<file path="config.mk">
export PLATFORM = sky130hd
export DESIGN_NAME = sqrt_csel_adder
export DESIGN_NICKNAME = d
export VERILOG_FILES = /design/src/rtl/sqrt_csel_adder.sv
export SDC_FILE = /design/constraint.sdc
export NUM_CORES = 1
export LEC_CHECK = 0
export ABC_AREA = 1
export BUFFER_PORTS_ARGS = -buffer_cell sky130_fd_sc_hd__buf_2
export CORE_AREA = 2 2 46 48
export DETAILED_ROUTE_END_ITERATION = 10
export DIE_AREA = 0 0 48 50
export MAX_ROUTING_LAYER = met4
export PLACE_DENSITY = 0.83
export SYNTH_ARGS = -nofsm -noshare
export SYNTH_HDL_FRONTEND = slang
export SYNTH_SLANG_ARGS = --single-unit
</file>
<file path="constraint.sdc">
create_clock -name vclk -period 9.91
set_input_delay 1.982 -clock vclk [all_inputs]
set_output_delay 1.982 -clock vclk [all_outputs]
set_load 0.01 [all_outputs]
</file>
<file path="src/rtl/sqrt_csel_adder.sv">
module sqrt_csel_adder #(
  parameter int BASE_W = 2,
  parameter int GROUPS = 5,
  localparam int DATA_W = GROUPS * BASE_W + (GROUPS * (GROUPS - 1)) / 2
) (
  input  logic [DATA_W-1:0] a_in,
  input  logic [DATA_W-1:0] b_in,
  input  logic              cin,
  output logic [DATA_W-1:0] sum_out,
  output logic              cout
);

  function automatic int grp_lo(input int k);
    return k * BASE_W + (k * (k - 1)) / 2;
  endfunction

  logic [DATA_W-1:0] prop;
  logic [DATA_W-1:0] gen;
  logic [GROUPS:0]   csel;
  logic [GROUPS-1:0] co0;
  logic [GROUPS-1:0] co1;

  assign prop    = a_in ^ b_in;
  assign gen     = a_in & b_in;
  assign csel[0] = cin;

  for (genvar k = 0; k < GROUPS; k++) begin : g_grp
    localparam int LO = grp_lo(k);
    localparam int W  = BASE_W + k;
    logic [W:0] c0;
    logic [W:0] c1;

    if (k == 0) begin : g_ripple
      always_comb begin
        c0[0] = csel[0];
        for (int i = 0; i < W; i++)
          c0[i+1] = gen[LO+i] | (prop[LO+i] & c0[i]);
      end
      assign c1             = c0;
      assign sum_out[LO+:W] = prop[LO+:W] ^ c0[W-1:0];
      assign csel[k+1]      = c0[W];
    end else begin : g_select
      always_comb begin
        c0[0] = 1'b0;
        c1[0] = 1'b1;
        for (int i = 0; i < W; i++) begin
          c0[i+1] = gen[LO+i] | (prop[LO+i] & c0[i]);
          c1[i+1] = gen[LO+i] | (prop[LO+i] & c1[i]);
        end
      end
      assign sum_out[LO+:W] = csel[k] ? (prop[LO+:W] ^ c1[W-1:0])
                                      : (prop[LO+:W] ^ c0[W-1:0]);
      assign csel[k+1]      = csel[k] ? c1[W] : c0[W];
    end

    assign co0[k] = c0[W];
    assign co1[k] = c1[W];
  end

  assign cout = csel[GROUPS];

endmodule

</file>
# Yosys cells after proc, flatten, opt, wreduce, memory -nomap -nowiden
# Cells that the tools add are included.
# word_totals
in_bits	41
elab_cells	83
output_inout_bits	21
ff_bits	0
# classes
mux	8
bitwise_logic	75
# ops
op	n
bitwise OR 1 bit	34
bitwise AND 1 bit	30
bitwise AND 20 bit	1
XOR 20 bit	1
XOR 6 bit	2
XOR 5 bit	2
XOR 4 bit	2
two-way mux 6 bit	1
XOR 3 bit	2
two-way mux 5 bit	1
two-way mux 1 bit	4
two-way mux 4 bit	1
two-way mux 3 bit	1
XOR 2 bit	1

# Longest topological paths before layout
# depth
depth_word	13
ltp_mapped	31
mapped_depth_nobuf	30

# Worst setup path before layout
# Ideal clock, no wire load.
# synth_timing
path_type	input to output
from	in a_in[0]
to	out sum_out[19]
required_time_ns	7.928
setup_slack_ns	1.723
arrival_ns	6.205
path_buffers	1
stages	30
path_cell_list	inv_1 > fa_1 > inv_1 > fa_1 > nand2_1 > o21ai_1 > o21bai_1 > fa_1 > o21a_1 > a21o_1 > a21o_1 > fa_1 > nor2_1 > a21oi_2 > nand2_1 > nand2_2 > nand2_2 > nand2_2 > nand2_1 > nand2_1 > fa_1 > buf_2 > inv_1 > nor2_1 > nand2_1 > nand3_1 > nand2_1 > inv_1 > fa_1 > inv_1
# synth_via
elab_chain_cells	9
word_cells_on_any_way	10
cone_classes	mux (4); bitwise (6)
# synth_lines
element	line	rtl
from (decl)	6	input logic [DATA_W-1:0] a_in,
XOR 20 bit	23	assign prop = a_in ^ b_in;
bitwise AND 1 bit	37	c0[i+1] = gen[LO+i] | (prop[LO+i] & c0[i]);
bitwise OR 1 bit (*)	37	
bitwise AND 1 bit (*)	37	
bitwise OR 1 bit (*)	37	
two-way mux 1 bit (*) (3 in series)	53	assign csel[k+1] = csel[k] ? c1[W] : c0[W];
two-way mux 6 bit (*)	51	assign sum_out[LO+:W] = csel[k] ? (prop[LO+:W] ^ c1[W-1:0])
to (decl)	9	output logic [DATA_W-1:0] sum_out,
# Every way passes the cells marked *; elsewhere a longest branch is shown, timed or not.

# Final worst setup path
# Same ends and word-level chain as after synthesis.

==> flow_summary.json <==
{
  "die_area_um2": 2400,
  "yosysSeqAreaShare_pct": 0,
  "num_rows": 16,
  "grt_pass1_vias": 860,
  "via_count": 886,
  "critPathMostFrequentCell": "fa_1",
  "cap_violations": 0,
  "hold_class": "input pin to primary output",
  "synth_cells": 110,
  "worst_pin_slew_ns": 0.300,
  "overflow": 0,
  "status": "finished, final reports clean",
  "final_antenna_net_count": 0,
  "cpLargestDelayFamily": "adder cells",
  "fmax_mhz": 115,
  "yosys.area.top_type_share_pct": 29.2,
  "slew_headroom_pct": 79.9,
  "synth.distinct_cells": 17,
  "multi_input_area_um2": 661,
  "post_cts_buffers": 0,
  "place_congestion": 0.715,
  "final_max_slew_viol_count": 0,
  "diodes": 0,
  "coreArea_um2": 1900,
  "cts-resized-gates": 0,
  "firstDrtPassIters": 4,
  "crit_fanout": 8,
  "slowest_delay_ns": 0.51,
  "drt_iter0_markers": 9,
  "synth_nets": 175,
  "setup_violations": 0,
  "hpwlAfterDp_mm": 1.70,
  "grt_pass1_wl_mm": 3.08,
  "synth_area_leaders": "ha_1 (29%), fa_1 (16%), inv_1 (12%)",
  "clkbuf_count": 0,
  "tns_ns": 0,
  "min_period_over_period_pct": 87.8,
  "critPathKind": "input pin to primary output",
  "drive_gt1_share_pct": 40.4,
  "wl_per_cell_um": 9.01,
  "grt_max_degree": 9,
  "cp.arrival_ns": 6.72,
  "fp.dieH_um": 50,
  "p_leak_uw": 0.000733,
  "syn_area_per_cell_um2": 7.01,
  "crit_path_start_kind": "input pin",
  "critPathBufInv": 7,
  "antenna_found_initial": 0,
  "cp_data_required_time_ns": 7.93,
  "finalWirelength_mm": 1.78,
  "area_growth_pct": 44.0,
  "netlist_area_um2": 771,
  "rsz0062_at_grt": "no",
  "p_per_area_nw_per_um2": 71.7,
  "synth.largest_area_cell": "ha_1",
  "routed_via_density": 4.47,
  "ys_warn_count": 0,
  "fillerInstances": 190,
  "cp-end-kind": "primary output",
  "crit_path_top_delay_cell": "fa_1",
  "portBuffers": 62,
  "io_pins": 62,
  "die_x_um": 48,
  "fin_util_pct": 58.4,
  "nets": 238,
  "grtUsageTotal_pct": 17.2,
  "ir_drop_v": 0.0000349,
  "hold_viol": 0,
  "initial_utilization_pct": 40.5,
  "postCtsHoldBufs": 0,
  "seq_cell_count": 0,
  "period_needed_ns": 8.70,
  "regArea_um2": 0,
  "drc": 0
}
==> Yosys cell counts <==
cell type / instances
inv_1: 25
xnor2_1: 3
ha_1: 18
o21a_1: 1
nand3_1: 5
nand3b_1: 1
nor2_1: 3
inv_2: 3
nand2_2: 3
a21o_1: 2
o21ai_1: 3
nand2_1: 25
xor2_1: 9
o21bai_1: 1
buf_2: 1
a21oi_2: 1
fa_1: 6
==> per-layer routing <==
layer	GRT usage (%)	up-vias	part of all wire, %
li1	-	454	-
met1	14.0	395	33
met2	38.7	35	61
met3	0	2	5.4
met4	1.35	0	0.84
met5	-	-	0
==> final timing paths <==
check,startpoint,to,slack [ns],cells after the start
setup / recovery,a_in[0],sum_out[19],1.21,30
hold / removal,b_in[8],sum_out[8],4.32,3
==> power by group <==
group          switching, uW  total (uW)  internal [uW]  leakage, uW
registers                  0           0              0            0
clock network              0           0              0            0
logic                   42.7        79.6           36.9     0.000733
==> logic make-up after synthesis <==
logic type      count (synthesis)  share of synthesized area, %
xor+xnor                       12                          13.6
simple gates                   37                          20.3
fa+ha+maj                      24                          44.8
compound gates                  8                          6.98
buf+inv                        29                          14.3
==> area by class of cell <==
cell class,count,area share [%]
tap,27,3.04
multi-input combinational,81,59.5
timing repair buffer,62,28.0
inverter,28,9.47
==> cells in the final DEF, fill, tap and decap left out <==
cell and count:
a21o_1 2, a21oi_2 1, buf_2 62, fa_1 6
ha_1 18, inv_1 25, inv_2 3, nand2_1 25
nand2_2 3, nand3_1 5, nand3b_1 1, nor2_1 3
o21a_1 1, o21ai_1 3, o21bai_1 1, xnor2_1 3
xor2_1 9
==> metrics by stage <==
stage                     power (uW)  cell area [um^2]  hold slack (ns)  worst slack (ns)  instances
after floorplan                 49.0               771             4.15              1.72        110
after global placement          76.2              1110             4.32              1.34        198
after detailed placement        80.1              1110             4.32              1.17        198
after CTS                       80.4              1110             4.32              1.16        198
after global routing            91.7              1110             4.35             0.846        198
final                           79.6              1110             4.32              1.21        198
Note: power is estimated with default switching activity, not from simulation.
